[src/rtl/qbx_pkg.sv]
package qbx_pkg;
  typedef enum logic [2:0] {
    ST_IDLE,
    ST_ADDR,
    ST_ADDR_ACK,
    ST_WR,
    ST_WR_ACK,
    ST_RD,
    ST_RD_ACK
  } qbx_state_e;
endpackage

[src/rtl/qbx_sync.sv]
module qbx_sync #(
  parameter int          W       = 1,
  parameter logic [W-1:0] RST_VAL = '1
) (
  input  logic         clk_i,
  input  logic         rst_ni,
  input  logic [W-1:0] d_i,
  output logic [W-1:0] q_o
);
  logic [W-1:0] s1_q, s2_q;

  always_ff @(posedge clk_i or negedge rst_ni) begin
    if (!rst_ni) begin
      s1_q <= RST_VAL;
      s2_q <= RST_VAL;
    end else begin
      s1_q <= d_i;
      s2_q <= s1_q;
    end
  end

  assign q_o = s2_q;
endmodule

[src/rtl/qbx_i2c_target.sv]
module qbx_i2c_target
  import qbx_pkg::*;
(
  input  logic       clk_i,
  input  logic       rst_ni,
  input  logic       scl_i,
  input  logic       sda_i,
  input  logic [6:0] dev_addr_i,
  input  logic [7:0] rd_byte_i,
  output logic       sda_oe_o,
  output logic       wr_start_o,
  output logic       wr_byte_vld_o,
  output logic [7:0] wr_byte_o,
  output logic       rd_start_o,
  output logic       rd_next_o
);
  logic [1:0] bus_s;
  logic       scl_s, sda_s, scl_d, sda_d;
  logic       scl_rise, scl_fall, start_det, stop_det;

  qbx_sync #(.W(2), .RST_VAL(2'b11)) u_bus_sync (
    .clk_i (clk_i),
    .rst_ni(rst_ni),
    .d_i   ({scl_i, sda_i}),
    .q_o   (bus_s)
  );
  assign scl_s = bus_s[1];
  assign sda_s = bus_s[0];

  always_ff @(posedge clk_i or negedge rst_ni) begin
    if (!rst_ni) begin
      scl_d <= 1'b1;
      sda_d <= 1'b1;
    end else begin
      scl_d <= scl_s;
      sda_d <= sda_s;
    end
  end

  assign scl_rise  = scl_s & ~scl_d;
  assign scl_fall  = ~scl_s & scl_d;
  assign start_det = scl_s & scl_d & sda_d & ~sda_s;
  assign stop_det  = scl_s & scl_d & ~sda_d & sda_s;

  qbx_state_e state_q;
  logic [3:0] cnt_q;
  logic [7:0] rx_q, tx_q;
  logic       rw_q, mack_q;

  always_ff @(posedge clk_i or negedge rst_ni) begin
    if (!rst_ni) begin
      state_q       <= ST_IDLE;
      cnt_q         <= '0;
      rx_q          <= '0;
      tx_q          <= '1;
      rw_q          <= 1'b0;
      mack_q        <= 1'b0;
      wr_start_o    <= 1'b0;
      wr_byte_vld_o <= 1'b0;
      rd_start_o    <= 1'b0;
      rd_next_o     <= 1'b0;
    end else begin
      wr_start_o    <= 1'b0;
      wr_byte_vld_o <= 1'b0;
      rd_start_o    <= 1'b0;
      rd_next_o     <= 1'b0;
      if (start_det) begin
        state_q <= ST_ADDR;
        cnt_q   <= '0;
      end else if (stop_det) begin
        state_q <= ST_IDLE;
      end else if (scl_rise) begin
        unique case (state_q)
          ST_ADDR, ST_WR: begin
            rx_q  <= {rx_q[6:0], sda_s};
            cnt_q <= cnt_q + 4'd1;
          end
          ST_RD_ACK: mack_q <= ~sda_s;
          default: ;
        endcase
      end else if (scl_fall) begin
        unique case (state_q)
          ST_ADDR: if (cnt_q == 4'd8) begin
            cnt_q <= '0;
            if (rx_q[7:1] == dev_addr_i) begin
              state_q    <= ST_ADDR_ACK;
              rw_q       <= rx_q[0];
              rd_start_o <= rx_q[0];
              wr_start_o <= ~rx_q[0];
            end else begin
              state_q <= ST_IDLE;
            end
          end
          ST_ADDR_ACK: begin
            cnt_q <= '0;
            if (rw_q) begin
              tx_q      <= rd_byte_i;
              rd_next_o <= 1'b1;
              state_q   <= ST_RD;
            end else begin
              state_q <= ST_WR;
            end
          end
          ST_WR: if (cnt_q == 4'd8) begin
            cnt_q         <= '0;
            state_q       <= ST_WR_ACK;
            wr_byte_vld_o <= 1'b1;
          end
          ST_WR_ACK: state_q <= ST_WR;
          ST_RD: begin
            if (cnt_q == 4'd7) begin
              cnt_q   <= '0;
              state_q <= ST_RD_ACK;
            end else begin
              tx_q  <= {tx_q[6:0], 1'b1};
              cnt_q <= cnt_q + 4'd1;
            end
          end
          ST_RD_ACK: begin
            if (mack_q) begin
              tx_q      <= rd_byte_i;
              rd_next_o <= 1'b1;
              state_q   <= ST_RD;
            end else begin
              state_q <= ST_IDLE;
            end
          end
          default: ;
        endcase
      end
    end
  end

  assign wr_byte_o = rx_q;
  assign sda_oe_o  = (state_q == ST_ADDR_ACK) || (state_q == ST_WR_ACK) ||
                     ((state_q == ST_RD) && !tx_q[7]);
endmodule

[src/rtl/qbx_port_regs.sv]
module qbx_port_regs #(
  parameter int NUM_PINS = 16
) (
  input  logic                clk_i,
  input  logic                rst_ni,
  input  logic [NUM_PINS-1:0] pins_s_i,
  input  logic                wr_start_i,
  input  logic                wr_byte_vld_i,
  input  logic [7:0]          wr_byte_i,
  input  logic                rd_start_i,
  input  logic                rd_next_i,
  output logic [7:0]          rd_byte_o,
  output logic [NUM_PINS-1:0] latch_o,
  output logic                int_o
);
  localparam int NUM_BYTES = NUM_PINS / 8;
  localparam int SEL_W     = (NUM_BYTES > 1) ? $clog2(NUM_BYTES) : 1;
  localparam logic [SEL_W-1:0] LAST = SEL_W'(NUM_BYTES - 1);

  logic [SEL_W-1:0]    wr_idx_q, rd_idx_q;
  logic [NUM_PINS-1:0] stage_q, stage_nxt, latch_q, cap_q;
  logic                int_q;

  always_comb begin
    stage_nxt = stage_q;
    stage_nxt[{wr_idx_q, 3'b000} +: 8] = wr_byte_i;
  end

  // staging keeps a pair from reaching the pins half-written
  always_ff @(posedge clk_i or negedge rst_ni) begin
    if (!rst_ni) begin
      wr_idx_q <= '0;
      stage_q  <= '1;
      latch_q  <= '1;
    end else if (wr_start_i) begin
      wr_idx_q <= '0;
    end else if (wr_byte_vld_i) begin
      stage_q  <= stage_nxt;
      wr_idx_q <= (wr_idx_q == LAST) ? '0 : wr_idx_q + 1'b1;
      if (wr_idx_q == LAST) latch_q <= stage_nxt;
    end
  end

  // one capture register serves as read snapshot and interrupt reference
  always_ff @(posedge clk_i or negedge rst_ni) begin
    if (!rst_ni) begin
      rd_idx_q <= '0;
      cap_q    <= '1;
      int_q    <= 1'b0;
    end else begin
      if (rd_start_i) begin
        rd_idx_q <= '0;
        cap_q    <= pins_s_i;
        int_q    <= 1'b0;
      end else begin
        int_q <= (pins_s_i != cap_q);
        if (rd_next_i) rd_idx_q <= (rd_idx_q == LAST) ? '0 : rd_idx_q + 1'b1;
      end
    end
  end

  assign rd_byte_o = cap_q[{rd_idx_q, 3'b000} +: 8];
  assign latch_o   = latch_q;
  assign int_o     = int_q;
endmodule

[src/rtl/qbx_expander.sv]
module qbx_expander #(
  parameter int NUM_PINS = 16,
  parameter bit ALT_BASE = 1'b0
) (
  input  logic                clk_i,
  input  logic                rst_ni,
  input  logic                scl_i,
  input  logic                sda_i,
  output logic                sda_oe_o,
  input  logic [2:0]          addr_sel_i,
  input  logic [NUM_PINS-1:0] pin_i,
  output logic [NUM_PINS-1:0] pin_drive_low_o,
  output logic                int_no
);
  localparam logic [3:0] ADDR_HI = ALT_BASE ? 4'h7 : 4'h4;

  logic [NUM_PINS-1:0] pins_s, latch;
  logic                wr_start, wr_byte_vld, rd_start, rd_next, int_q;
  logic [7:0]          wr_byte, rd_byte;

  qbx_sync #(.W(NUM_PINS), .RST_VAL({NUM_PINS{1'b1}})) u_pin_sync (
    .clk_i (clk_i),
    .rst_ni(rst_ni),
    .d_i   (pin_i),
    .q_o   (pins_s)
  );

  qbx_i2c_target u_target (
    .clk_i        (clk_i),
    .rst_ni       (rst_ni),
    .scl_i        (scl_i),
    .sda_i        (sda_i),
    .dev_addr_i   ({ADDR_HI, addr_sel_i}),
    .rd_byte_i    (rd_byte),
    .sda_oe_o     (sda_oe_o),
    .wr_start_o   (wr_start),
    .wr_byte_vld_o(wr_byte_vld),
    .wr_byte_o    (wr_byte),
    .rd_start_o   (rd_start),
    .rd_next_o    (rd_next)
  );

  qbx_port_regs #(.NUM_PINS(NUM_PINS)) u_regs (
    .clk_i        (clk_i),
    .rst_ni       (rst_ni),
    .pins_s_i     (pins_s),
    .wr_start_i   (wr_start),
    .wr_byte_vld_i(wr_byte_vld),
    .wr_byte_i    (wr_byte),
    .rd_start_i   (rd_start),
    .rd_next_i    (rd_next),
    .rd_byte_o    (rd_byte),
    .latch_o      (latch),
    .int_o        (int_q)
  );

  assign pin_drive_low_o = ~latch;
  assign int_no          = ~int_q;
endmodule

[config.mk]
export PLATFORM = sky130hd
export DESIGN_NAME = qbx_expander
export DESIGN_NICKNAME = d
export VERILOG_FILES = /design/src/rtl/qbx_pkg.sv /design/src/rtl/qbx_sync.sv /design/src/rtl/qbx_i2c_target.sv /design/src/rtl/qbx_port_regs.sv /design/src/rtl/qbx_expander.sv
export SDC_FILE = /design/constraint.sdc
export NUM_CORES = 1
export LEC_CHECK = 0
export ABC_CLOCK_PERIOD_IN_PS = 1600
export BUFFER_PORTS_ARGS = -buffer_cell sky130_fd_sc_hd__buf_4
export CORE_MARGIN = 3
export CORE_UTILIZATION = 53
export CTS_CLUSTER_SIZE = 16
export DETAILED_ROUTE_END_ITERATION = 6
export PLACE_DENSITY = 0.75
export SKIP_CTS_REPAIR_TIMING = 1
export SYNTH_ARGS = -nofsm -noshare
export SYNTH_HDL_FRONTEND = slang
export SYNTH_SLANG_ARGS = --single-unit
[constraint.sdc]
create_clock -name clk_i -period 1.6 [get_ports clk_i]
set_input_delay 0.32 -clock clk_i [delete_from_list [all_inputs] [get_ports clk_i]]
set_output_delay 0.32 -clock clk_i [all_outputs]
set_load 0.05 [all_outputs]
* Word level (Yosys, flattened, before mapping)
Cells that the tools add are included.
** Cells by class
- Add/sub/neg operators :: 4
- Equality and inequality tests :: 21
- Shifts and indexed selects :: 3
- Muxes and demuxes :: 58
- Bitwise operators :: 18
- Reduce and logical (&&, ||, !) cells :: 19
** Operator list (number)
- 1-bit two-way mux :: 33
- 4-bit two-way mux :: 7
- 3-bit two-way mux :: 9
- 8-bit two-way mux :: 3
- 8-bit one-hot mux with 3 select lines :: 1
- 3-bit one-hot mux with 6 select lines :: 1
- 16-bit bitwise mux :: 1
- 16-bit inequality test :: 1
- 4-bit by 1-bit inequality test with 1-bit output, second input constant :: 4
- 16-bit inverter :: 1
- 8-bit by 6-bit variable shift with 16-bit output, first input constant :: 1
- 16-bit by 5-bit indexed part select with 8-bit output :: 1
- 8-bit by 6-bit indexed part select with 16-bit output :: 1
- 4-bit one-hot mux with 3 select lines :: 1
- 1-bit inverter :: 10
- 3-bit equality test, second input constant :: 3
- 3-bit nonzero test :: 3
- 4-bit AND reduction :: 2
- 8-bit AND reduction :: 1
- 8-bit nonzero test :: 1
- 1-bit bitwise AND :: 7
- 7-bit by 6-bit equality test with 1-bit output :: 1
- 7-bit AND reduction :: 1
- 3-bit by 2-bit equality test with 1-bit output, second input constant :: 2
- 21 further kinds :: 27
** Storage, ports and cells
- Bits in registers :: 118
- Output and inout port bits :: 18
- Word-level logic and storage cells :: 145

* Depth between registers and ports, before layout
- Word-level depth :: 8
- Gate-level depth with buffers :: 7
- Gate-level depth less buffers :: 7

* Hierarchy
Synthesis repeated with hierarchy kept, for this count alone.
** Unflattened totals
- Cells, all modules :: 389
- Area, all modules :: 4702.0 um2
** By module, submodules not included
- qbx_port_regs :: instances 1, cells an instance 158, area each 1938.1 um2, sequential area each 1126.1 um2
- qbx_i2c_target :: instances 1, cells an instance 176, area each 1746.7 um2, sequential area each 788.3 um2
- qbx_sync at u_pin_sync :: instances 1, cells an instance 32, area each 840.8 um2, sequential area each 840.8 um2
- qbx_sync at u_target.u_bus_sync :: instances 1, cells an instance 4, area each 105.1 um2, sequential area each 105.1 um2
- qbx_expander :: instances 1, cells an instance 19, area each 71.3 um2, sequential area each 0.0 um2

* Least setup slack after synthesis
Ideal clock, no wire load.
- Kind :: reg-to-output
- From :: register u_target.state_q[0]
- To :: output sda_oe_o
- Arrival :: 1.800 ns
- Slack :: -0.520 ns
- Stages on the path, launching flop included :: 4
- Cell sequence :: dfrtp_1 -> buf_2 -> clkbuf_1 -> o21ai_0
** Between the ends
- Word-level cells in the longest chain between the ends :: 3
- Elaborated cells on any way between the ends :: 6
- Those cells by class :: eq/ne (3); reduce/logical (3)
** RTL lines
- from (decl) :: RTL line qbx_i2c_target.sv:45 : qbx_state_e state_q;
- from (signal assigned) :: RTL line qbx_i2c_target.sv:52 : state_q <= ST_IDLE;
- from (signal assigned) :: RTL line qbx_i2c_target.sv:68 : state_q <= ST_ADDR;
- from (signal assigned) :: RTL line qbx_i2c_target.sv:71 : state_q <= ST_IDLE;
- 3-bit by 2-bit equality test with 1-bit output, or another cell as far along :: RTL line qbx_i2c_target.sv:135 : assign sda_oe_o = (state_q == ST_ADDR_ACK) || (state_q == ST_WR_ACK) ||
- 1-bit logical OR or 1-bit logical AND (tied branches) :: RTL line qbx_i2c_target.sv:135, qbx_i2c_target.sv:136
- 1-bit logical OR * :: RTL line qbx_i2c_target.sv:135
- to (decl) :: RTL line qbx_expander.sv:9 : output logic sda_oe_o,
Every way passes the cells marked *; elsewhere a longest branch is shown, timed or not.

* Worst setup path in the final report
- From :: register u_target.cnt_q[0]
- To :: register u_target.rw_q
** Between the ends
- Word-level cells in the longest chain between the ends :: 2
** RTL lines
- from (decl) :: RTL line qbx_i2c_target.sv:46 : logic [3:0] cnt_q;
- from (signal assigned) :: RTL line qbx_i2c_target.sv:76 : cnt_q <= cnt_q + 4'd1;
- from (signal assigned) :: RTL line qbx_i2c_target.sv:116 : cnt_q <= cnt_q + 4'd1;
- 4-bit equality test :: RTL line qbx_i2c_target.sv:83 : ST_ADDR: if (cnt_q == 4'd8) begin
- 7-bit AND reduction (no line)
- to (signal assigned) :: RTL line qbx_i2c_target.sv:87 : rw_q <= rx_q[0];
- to (decl) :: RTL line qbx_i2c_target.sv:48 : logic rw_q, mack_q;
Every way passes these cells.
A chain may end at the register's enable or synchronous reset.

==> metrics <==
run status=finished with violations; failing checks=negative hold slack, negative setup slack; worst reg2reg endpoint=u_target.rw_q; row cnt=32; Worst R2R Start=u_target.cnt_q[0]; register area share after synthesis=63.6%; synthesis-stage register bit count=110; total chip power=5.50 mW; Net Sw Frac=25.4%; DRT Pass-1 Iters=4; TNS Setup=-1560 ps; Ports=41; total CTS buffers=9; # clock sinks=110; Tmin final=1860 ps; placed cell area=5190 um2; nets@finish=466; initial antenna violation count=0; Post-route DRC=0; Hold Path Class=input port to async pin; ANT nets after route=0; Synth Area in Adders=0.556%; Post-Route WL=8230 um; vias in the first global route=2955; placer congestion estimate=0.909; complex-gate fraction of the synthesized area=8.53%; maxcap violations=0; PD cells=989 nW/um2; Max Fclk=539 MHz; area occupied by multi-input gates=1630 um2; crit path DAT=2130 ps; Worst-Margin Slew=563 ps; Most used DFF post-synth=dfstp_2; mux contribution to synthesized area=9.76%; critical path class=register to register; relative slew slack=62.5%; worst vdd ir=0.709 mV; P_leak=2.35 nW; Critical Path Start=u_target.cnt_q[0]; Initial Util=56.5%; Tcrit/Tclk final=116%; clk slew on worst S/H paths=110 ps; crit start category=register; # fillers=559; Sequential Power Share=56.7%; CP required=1870 ps; Syn Nets=385; placed wire-length estimate=5460 um; leading area contributor after synthesis=dfstp_2; die area=9630 um2; maximum clock path buffer count=2; wire length per cell=15.0 um; clk_skew=9.62 ps; width of the chip=98.2 um; die height=98.2 um; logic gate share of total power=12.5%; FF-to-FF setup slack=-260 ps; crit end category=register; largest net degree at the start of global routing=111; Synth Warn #=0; first-pass GRT wire length=13900 um; Final Util=69.8%; root buffer cell=clkbuf_8; core box area=7970 um2; H-tree Lvls=3; CTS tree=yes; worst setup margin=-256 ps; Critical Path End=u_target.rw_q; most frequent cell after synthesis=dfstp_2; Synth top area share=50.2%; syn_area_per_cell=12.5 um2; Area Overhead vs Synth=23.5%; clock share of power=30.8%; # diodes=0; RSZ-0062 raised after global routing=true; crit-path max FO=4; port bufs=40; Unique masters post-synth=50; post-synthesis xor/xnor area fraction=4.09%; Hold WS=-2.88 ps; Storage cell area=2860 um2; vias per cell=5.27; Cells after Synth=360; global route total overflow=0; share of layout cells above drive strength 1=54.0%; final setup violation count=11; largest family of logic cells by synthesized area=simple AND/OR/NAND/NOR gates; reg2reg path depth=6; Post-synth top cells=86 x dfstp_2, 40 x o21ai_0, 39 x nand2_1; Switch Pwr=1.40 mW; DR iter-0 viols=122; Final Hold Fails=2; Via Count=2887; Post-synth ARST share=100%; number of synthesized flops with an enable pin=0; Power Internal=4.10 mW; total track usage=17.8%; Post-Syn Area=4500 um2; max-slew violation count=0; Simple-Gate Fraction of Synth Area=10.2%; Worst-Skew Late Latency=370 ps; dominant cells by area after synthesis=dfstp_2 50%, dfrtp_1 13%, mux2_2 7.8%; Final Cell Area=5560 um2
## per-stage QoR
step           setup slack [ps]  std cells
6_report                   -256        548
4_1_cts                    -309        544
3_3_place_gp               -201        528
2_1_floorplan              -131        360
3_5_place_dp               -284        528
5_1_grt                    -351        548
## how the worst min path moves through the flow
stage | end | cells past startpoint | slack [ps]
finish | u_regs.rd_idx_q | 2 | -3
global route | u_pin_sync.s1_q[9] | 1 | 20
CTS | u_regs.rd_idx_q | 2 | 30
detailed placement | u_pin_sync.q_o[1] | 0 | 350
global placement | u_pin_sync.q_o[9] | 0 | 350
floorplan | u_regs.int_o | 0 | 20
## cells by family (layout without fill, tap and decap cells)
logic type      after synthesis  count (layout)
buf+inv                      37             122
fa+ha+maj                     2               2
mux                          40              40
xor+xnor                     21              21
simple gates                 88              88
flops                       110             110
compound gates               62              63
## cell usage in the layout, fill, tap and decap left out, types with 3 or more instances in the layout
| cell | n |
|---|---|
| nor4_1 | 4 |
| a21o_1 | 3 |
| nor2_1 | 10 |
| inv_1 | 22 |
| mux2i_1 | 9 |
| nand2_1 | 39 |
| dfstp_2 | 86 |
| xor2_1 | 16 |
| nor3_1 | 3 |
| dfrtp_1 | 24 |
| buf_4 | 78 |
| o21ai_1 | 11 |
| xnor2_1 | 5 |
| o21ai_0 | 27 |
| mux2_2 | 31 |
| clkbuf_8 | 9 |
| nand3_1 | 4 |
| nand2b_4 | 3 |
| nand2b_1 | 6 |
## area by class of cell
type                       count  share of cell area, %
sequential                   110                   51.4
multi-input combinational    214                   29.3
timing repair buffer          82                   11.7
tap                          102                   2.30
clock buffer                   9                   2.23
inverter                      24                   1.62
clock inverter                 7                   1.44
## power by group through the flow
| stage | Combinational [mW] | Sequential (mW) | Clock (mW) |
|---|---|---|---|
| CTS | 0.657 | 3.11 | 1.74 |
| floorplan | 0.269 | 3.15 | 0 |
| finish | 0.689 | 3.12 | 1.69 |
| global route | 0.769 | 3.14 | 1.86 |
| global placement | 0.622 | 3.14 | 0 |
| detailed placement | 0.650 | 3.15 | 0 |
## flip-flops by register name, summed over array words and instances (netlist names), 2 cells and up
signal	count
u_pin_sync.s1_q	16
u_target.u_bus_sync.s1_q	2
u_regs.stage_q	8
u_regs.cap_q	16
u_target.u_bus_sync.q_o	2
u_regs.latch_o	16
u_pin_sync.q_o	16
u_target.tx_q	8
u_target.cnt_q	4
u_target.wr_byte_o	8
u_target.state_q	3
## layer usage
layer  vias up  track usage [%]  routed length (um)
met5         -                0                   0
met4         0             6.62                 148
met3        12             2.50                 280
met2        61             29.3                4030
met1      1426             24.2                3770
li1       1388                -                   -
## critical path, cell delays in order, from the launching register on
cell and delay, ps:
dfrtp_1 410, inv_2 90, ha_4 120, nand3b_1 160, or3_4 430, or3_4 370, a21o_1 190
Power figures use the tool's default switching activity.
